==> config.mk <==
export PLATFORM = sky130hd
export DESIGN_NAME = tmr_capture_unit
export DESIGN_NICKNAME = d
export VERILOG_FILES = /design/src/rtl/tcu_pkg.sv /design/src/rtl/tcu_trig_filter.sv /design/src/rtl/tcu_edge_sel.sv /design/src/rtl/tmr_capture_unit.sv
export SDC_FILE = /design/constraint.sdc
export NUM_CORES = 1
export LEC_CHECK = 0
export BUFFER_PORTS_ARGS = -buffer_cell sky130_fd_sc_hd__clkbuf_2
export CORE_MARGIN = 2
export CORE_UTILIZATION = 50
export CTS_CLUSTER_SIZE = 14
export DETAILED_ROUTE_END_ITERATION = 16
export PLACE_DENSITY_LB_ADDON = 0.3
export SYNTH_ARGS = -nofsm -noshare
export SYNTH_HDL_FRONTEND = slang
export SYNTH_SLANG_ARGS = --single-unit
==> constraint.sdc <==
create_clock -name clk -period 1.88 [get_ports clk]
set_clock_uncertainty 0.2 [all_clocks]
set_input_delay 0.282 -clock clk [delete_from_list [all_inputs] [get_ports clk]]
set_output_delay 0.282 -clock clk [all_outputs]
set_load 0.01 [all_outputs]
==> src/rtl/tcu_pkg.sv <==
package tcu_pkg;
  localparam logic [1:0] ADDR_CTRL = 2'd0;
  localparam logic [1:0] ADDR_STAT = 2'd1;
  localparam logic [1:0] ADDR_CAPL = 2'd2;
  localparam logic [1:0] ADDR_CAPH = 2'd3;

  // control register layout, bit 3 down to bit 0
  typedef struct packed {
    logic irq_en;
    logic src_cmp;
    logic filt_en;
    logic pol_rise;
  } tcu_ctrl_t;
endpackage

==> src/rtl/tcu_trig_filter.sv <==
// Two-flop synchroniser followed by an optional N-sample majority-free filter.
module tcu_trig_filter #(
  parameter int FILT_LEN = 4
) (
  input  logic clk,
  input  logic rst_n,
  input  logic raw,
  input  logic filt_en,
  output logic lvl
);
  logic                s1_q, s2_q;
  logic [FILT_LEN-1:0] hist_q, hist_d;
  logic                lvl_q, lvl_d;
  logic                all_hi, all_lo;

  assign all_hi = &hist_q;
  assign all_lo = ~|hist_q;
  assign hist_d = {hist_q[FILT_LEN-2:0], s2_q};

  always_comb begin
    if (!filt_en)    lvl_d = s2_q;
    else if (all_hi) lvl_d = 1'b1;
    else if (all_lo) lvl_d = 1'b0;
    else             lvl_d = lvl_q;
  end

  always_ff @(posedge clk or negedge rst_n) begin
    if (!rst_n) begin
      s1_q   <= 1'b0;
      s2_q   <= 1'b0;
      hist_q <= '0;
      lvl_q  <= 1'b0;
    end else begin
      s1_q   <= raw;
      s2_q   <= s1_q;
      hist_q <= hist_d;
      lvl_q  <= lvl_d;
    end
  end

  assign lvl = lvl_q;
endmodule

==> src/rtl/tcu_edge_sel.sv <==
// Polarity-selectable single-cycle edge detector.
module tcu_edge_sel (
  input  logic clk,
  input  logic rst_n,
  input  logic lvl,
  input  logic pol_rise,
  output logic evt
);
  logic prev_q;

  always_ff @(posedge clk or negedge rst_n) begin
    if (!rst_n) prev_q <= 1'b0;
    else        prev_q <= lvl;
  end

  assign evt = pol_rise ? (lvl & ~prev_q) : (~lvl & prev_q);
endmodule

==> src/rtl/tmr_capture_unit.sv <==
module tmr_capture_unit
  import tcu_pkg::*;
#(
  parameter int CNT_W    = 16,
  parameter int FILT_LEN = 4
) (
  input  logic             clk,
  input  logic             rst_n,
  input  logic [CNT_W-1:0] tmr_count,
  input  logic             evt_pin,
  input  logic             cmp_out,
  input  logic             bus_wr,
  input  logic             bus_rd,
  input  logic [1:0]       bus_addr,
  input  logic [7:0]       bus_wdata,
  output logic [7:0]       bus_rdata,
  output logic             irq
);
  localparam int HI_W = CNT_W - 8;

  // reset: asserted asynchronously, released on a clock edge
  logic rs1_q, rs2_q, rst_int_n;
  always_ff @(posedge clk or negedge rst_n) begin
    if (!rst_n) begin
      rs1_q <= 1'b0;
      rs2_q <= 1'b0;
    end else begin
      rs1_q <= 1'b1;
      rs2_q <= rs1_q;
    end
  end
  assign rst_int_n = rs2_q;

  tcu_ctrl_t        ctrl_q, ctrl_d;
  logic             flag_q, flag_d;
  logic [CNT_W-1:0] cap_q, cap_d;
  logic [HI_W-1:0]  tmp_q, tmp_d;
  logic             src_sel, trig_lvl, cap_evt;
  logic             wr_ctrl, clr_flag, rd_low;
  logic             unused_wdata;

  assign src_sel = ctrl_q.src_cmp ? cmp_out : evt_pin;

  tcu_trig_filter #(.FILT_LEN(FILT_LEN)) u_filt (
    .clk(clk), .rst_n(rst_int_n), .raw(src_sel),
    .filt_en(ctrl_q.filt_en), .lvl(trig_lvl)
  );

  tcu_edge_sel u_edge (
    .clk(clk), .rst_n(rst_int_n), .lvl(trig_lvl),
    .pol_rise(ctrl_q.pol_rise), .evt(cap_evt)
  );

  assign wr_ctrl      = bus_wr && (bus_addr == ADDR_CTRL);
  assign clr_flag     = bus_wr && (bus_addr == ADDR_STAT) && bus_wdata[0];
  assign rd_low       = bus_rd && (bus_addr == ADDR_CAPL);
  assign unused_wdata = ^bus_wdata[7:4];

  // next state
  always_comb begin
    ctrl_d = wr_ctrl ? tcu_ctrl_t'(bus_wdata[3:0]) : ctrl_q;
    cap_d  = cap_evt ? tmr_count : cap_q;
    tmp_d  = rd_low  ? cap_q[CNT_W-1:8] : tmp_q;
    if (cap_evt)       flag_d = 1'b1;   // capture beats clear
    else if (clr_flag) flag_d = 1'b0;
    else               flag_d = flag_q;
  end

  // state registers
  always_ff @(posedge clk or negedge rst_int_n) begin
    if (!rst_int_n) begin
      ctrl_q <= '0;
      flag_q <= 1'b0;
      cap_q  <= '0;
      tmp_q  <= '0;
    end else begin
      ctrl_q <= ctrl_d;
      flag_q <= flag_d;
      cap_q  <= cap_d;
      tmp_q  <= tmp_d;
    end
  end

  // read mux
  always_comb begin
    case (bus_addr)
      ADDR_CTRL: bus_rdata = {4'b0000, ctrl_q};
      ADDR_STAT: bus_rdata = {7'b0000000, flag_q};
      ADDR_CAPL: bus_rdata = cap_q[7:0];
      default:   bus_rdata = 8'(tmp_q);
    endcase
  end

  assign irq = flag_q & ctrl_q.irq_en;
endmodule

==> qor.csv, run 1 <==
metric;value;unit
outcome;completed;
unrepaired setup endpoints after global routing;yes;
CTS buffer count;5;
fin crit share;0.9657;
IO Pins;41;
Slowest-stage cell, CP;mux4_2;
Vias/cell;4.963;
Initial DRC Count;18;
htree depth;2;
WL/cell;14.44;um
power per cell area;1185;nW/um2
FF+latch count, synth;39;
r2r startpoint;u_filt.lvl;
initial core utilization;0.5285;
syn avg cell area;15.79;um2
fill count;230;
CTS tree;built;
# Max-Cap Violations;0;
Die X;61.04;um
sequential cell area fraction in the yosys report;0.6000;
first-pass GRT wire length;5430;um
GRT Residual Overflow;0;
final RePlAce weighted congestion;0.6912;
Pleak;0.001011;uW
final setup fails;0;
CP Launch Type;flop;
post-route ant nets;0;
Post-Syn Area;1627;um2
Clk Tree Root Cell;clkbuf_4;
Worst Setup End Kind;output pin;
post-CTS resize count;0;
Reg2Reg Setup Slack;0.16;ns
vias in the first global route;1171;
worst r2r dst;cap_q[5];
initial antenna violation count;0;
largest net degree at the start of global routing;38;
cell count after synthesis;103;
Fin. Hold Viols;0;
clk buf depth;2;
Post-DP HPWL;2066;um
Crit Path Category;flop to output pin;
VDD IR max;0.8237;mV
via count;1067;
total power draw;2551;uW
Worst Setup SP;flag_q;
Slowest Stage Delay on Critical Path;0.46;ns
Max Fclk;550.8;MHz
DIE HEIGHT;61.04;um
GRT Overall Usage;0.2080;
PortBufs;36;
clk sinks;39;
Inserted Diodes;0;
DIE AREA;3725;um2
HP Class;input pin to async pin;
post-synth net total;135;
Layout area overhead;32.38;%
Rows;20;
Yosys Warn Count;0;
layout cells sized above 1;0.4795;
core area;3078;um2
drt first pass iters;2;
final WL;3105;um
Reg clk slew, reported paths;0.10;ns
synth unique cells;23;
worst endpoint data arrival time;1.33;ns
CP max FO;3;
Tmin final;1.815;ns
Worst EP required;1.40;ns
FF-to-FF path depth;4;
final net count;204;
hold_ws;0.05714;ns
max-slew violations;0;
worst-path cell chain;mux4_2 > clkbuf_2;
worst skew pair latency;0.33;ns
drt drc;0;
-- cells in the mapped netlist --
cell,count,area [um2]
dfrtp_1,39,975.9
mux2_2,20,225.2
mux2_4,9,135.1
mux2i_1,7,70.07
nor2b_1,4,25.02
o21ai_0,4,20.02
nand3_1,3,15.01
buf_2,2,10.01
a21o_2,1,8.760
a31oi_1,1,6.260
and2_1,1,6.260
and3_1,1,6.260
buf_8,1,15.01
conb_1,1,3.750
mux4_2,1,22.52
nand2b_4,1,13.76
nand3b_1,1,7.510
nand3b_2,1,11.26
nand4b_1,1,8.760
nor2_1,1,3.750
nor3b_2,1,12.51
o21ai_4,1,16.27
o31ai_1,1,7.510
-- cell families after synthesis --
logic type             synth area share
AOI/OAI and AO/OA               0.03616
buffers and inverters           0.01538
DFF                              0.6000
muxes                            0.2785
other                          0.002305
and+or+nand+nor                 0.06769
-- flip-flops by register name, summed over array words and instances, names as in the netlist --
name	flops
cap_q	16
tmp_q	8
ctrl_q	4
u_filt.hist_q	4
flag_q	1
rs1_q	1
rs2_q	1
u_edge.prev_q	1
u_filt.lvl	1
u_filt.s1_q	1
u_filt.s2_q	1
-- how the worst max path moves through the flow --
stage	endpoint
2_1_floorplan	cap_q[10]
3_3_place_gp	cap_q[2]
3_5_place_dp	cap_q[0]
4_1_cts	bus_rdata[0]
5_1_grt	bus_rdata[0]
6_report	bus_rdata[0]
-- worst max-delay path: cells and delay by family, from the launching register on --
| kind | cells | cell delay [ns] |
|---|---|---|
| buf+inv | 1 | 0.14 |
| flops | 1 | 0.41 |
| mux | 1 | 0.46 |
-- per-stage QoR --
stage	instances	setup WS (ns)	instance area (um2)	util	setup TNS [ns]
after floorplan	103	0.3098	1627	-	0
after global placement	184	0.2140	1867	0.6065	0
after detailed placement	184	0.1718	1867	0.6065	0
after CTS	213	0.03319	2136	0.6939	0
after global routing	215	-0.002867	2153	0.6996	-0.002867
final	215	0.06453	2153	0.6996	0
-- placed cells by master (no fill, tap or decap) --
cell type	synthesis	routed
dfrtp_1	39	39
clkbuf_2	0	36
dlygate4sd3_1	0	23
mux2_2	20	20
mux2_4	9	9
mux2i_1	7	7
buf_4	0	6
clkbuf_4	0	5
o21ai_0	4	4
nor2b_1	4	4
nand3_1	3	3
mux4_2	1	1
and2_1	1	1
nand3b_2	1	1
nand2b_4	1	1
nand3b_1	1	1
o21ai_4	1	1
nor3b_2	1	1
nand4b_1	1	1
a21o_2	1	1
and3_1	1	1
o31ai_1	1	1
nor2_1	1	1
a31oi_1	1	1
clkbuf_1	0	1
conb_1	1	1
-- cell type report --
class,instances,area [um2],share of cell area
multi-input cells,61,625.6,0.2905
repair buffers,65,455.4,0.2115
well taps,44,55.05,0.02557
clock buffers,6,41.29,0.01917
flip-flops and latches,39,975.9,0.4532
-- power by group --
part	switching, uW	internal [uW]
logic	299	544
registers	179	1160
clock network	237	133
total	715	1840
-- metal layers --
metal	routed length (um)	part of all wire	GRT usage
met2	1670	0.54	0.3404
met3	94	0.030	0.07983
met5	0	0	0
met4	57	0.018	0.07764
met1	1283	0.41	0.2507
-- what timing repair did --
item | 4_1_cts | 5_1_grt
setup buffers | 1 | 1
hold buffers | 22 | 1
setup endpoints to repair | 1 | 1
endpoints found under the hold margin | 22 | 1
Power figures use the tool's default switching activity.
==> run 2: changes to the inputs <==
--- a/config.mk
+++ b/config.mk
@@ -6,8 +6,10 @@
 export NUM_CORES = 1
 export LEC_CHECK = 0
 export BUFFER_PORTS_ARGS = -buffer_cell sky130_fd_sc_hd__clkbuf_2
+export CELL_PAD_IN_SITES_DETAIL_PLACEMENT = 1
+export CELL_PAD_IN_SITES_GLOBAL_PLACEMENT = 2
 export CORE_MARGIN = 2
-export CORE_UTILIZATION = 50
+export CORE_UTILIZATION = 36
 export CTS_CLUSTER_SIZE = 14
 export DETAILED_ROUTE_END_ITERATION = 16
 export PLACE_DENSITY_LB_ADDON = 0.3
==> qor.csv, run 2 (synthesis gave the netlist of run 1 again) <==
metric;value;unit
power per cell area;1356;nW/um2
DIE AREA;5072;um2
initial core utilization;0.3736;
max-slew violations;0;
DIE HEIGHT;71.22;um
drt drc;0;
IO Pins;41;
htree depth;2;
max reg flops;16;
clk sinks;39;
Die X;71.22;um
Max Fclk;553.8;MHz
Initial DRC Count;49;
Inserted Diodes;0;
Layout area overhead;22.46;%
CTS tree;built;
clk buf depth;2;
Clk Tree Root Cell;clkbuf_8;
GRT Overall Usage;0.1416;
Crit Path Category;flop to output pin;
CP max FO;3;
first-pass GRT wire length;5347;um
worst skew pair latency;0.29;ns
drt first pass iters;2;
GRT Residual Overflow;0;
worst endpoint data arrival time;1.32;ns
core area;4354;um2
Reg area;977.2;um2
final setup fails;0;
Post-DP HPWL;2293;um
commonest non-fill, non-tap cell in the layout;dfrtp_1;
Rows;24;
post-route insts no fill;202;
initial antenna violation count;0;
final net count;181;
most frequent cells in the layout;dfrtp_1 (38), clkbuf_2 (36), mux2_2 (20);
# Max-Cap Violations;0;
CP Launch Type;flop;
Vias/cell;4.847;
Tmin final;1.806;ns
fin crit share;0.9605;
setup_tns;0;ns
vias in the first global route;1092;
HP Class;input pin to flop;
Biggest register;cap_q;
VDD IR max;0.6238;mV
PortBufs;36;
Largest regs;cap_q: 16 flops, tmp_q: 8 flops;
footprint of the multi-input gates;625.6;um2
Worst Setup End Kind;output pin;
Worst EP required;1.40;ns
Pleak;0.0009406;uW
CTS buffer count;5;
final WL;3220;um
via count;979;
fill count;455;
layout cells sized above 1;0.5667;
Reg clk slew, reported paths;0.08;ns
post-route ant nets;0;
outcome;completed;
Fin. Hold Viols;0;
final RePlAce weighted congestion;0.6981;
unrepaired setup endpoints after global routing;no;
WL/cell;15.94;um
placed insts;191;
largest net degree at the start of global routing;38;
[run 2: critical path, cell delays in order (launching register included)]
cell      delay, ns
dfrtp_2        0.43
mux4_2         0.47
clkbuf_2       0.15
[run 2: path summary, 6_finish.rpt]
path                            slack, ns  cells past startpoint          from           end
max in group asynchronous            1.05                      1         rs2_q     ctrl_q[0]
worst max register to register       0.18                      4     ctrl_q[0]      cap_q[3]
worst max-delay path                 0.07                      2     ctrl_q[0]  bus_rdata[0]
worst min-delay path                 0.02                      2  tmr_count[6]      cap_q[6]
worst min register to register       0.09                      1         rs2_q   u_filt.s2_q
min in group asynchronous            0.09                      1         rs2_q   u_filt.s2_q
[run 2: layout make-up]
| class | count | area share |
|---|---|---|
| Clock buffer | 5 | 0.03455 |
| Clock inverter | 3 | 0.007538 |
| Multi-Input combinational cell | 61 | 0.3141 |
| Sequential cell | 39 | 0.4906 |
| Tap cell | 52 | 0.03266 |
| Timing Repair Buffer | 42 | 0.1206 |
[run 2: repair_timing]
action | in CTS | in global routing
gates resized for setup | 0 | 1
setup buffers | 0 | 2
hold endpoints to repair | 2 | 0
hold buffers | 1 | 0
setup endpoints to repair | 0 | 1
[run 2: per-layer routing]
layer	vias up	track usage	part of all wire
li1	457	-	-
met1	494	0.1813	0.44
met2	26	0.2243	0.50
met3	2	0.05345	0.052
met4	0	0.04403	0.0059
met5	-	0	0
[run 2: power breakdown]
part	internal, uW	switching (uW)
Sequential	1160	186
Combinational	517	296
Clock	254	286
[run 2: metrics by stage]
step	setup WS (ns)	util	hold slack, ns	cell area (um2)	total power [uW]
detailed placement	0.1663	0.4322	-0.1274	1882	2183
global placement	0.2188	0.4322	-0.1312	1882	2123
floorplan	0.3098	-	-0.2136	1627	1924
global route	0.02958	0.4575	0.005742	1992	2895
CTS	0.02173	0.4537	0.01619	1976	2735
finish	0.07424	0.4575	0.02296	1992	2702
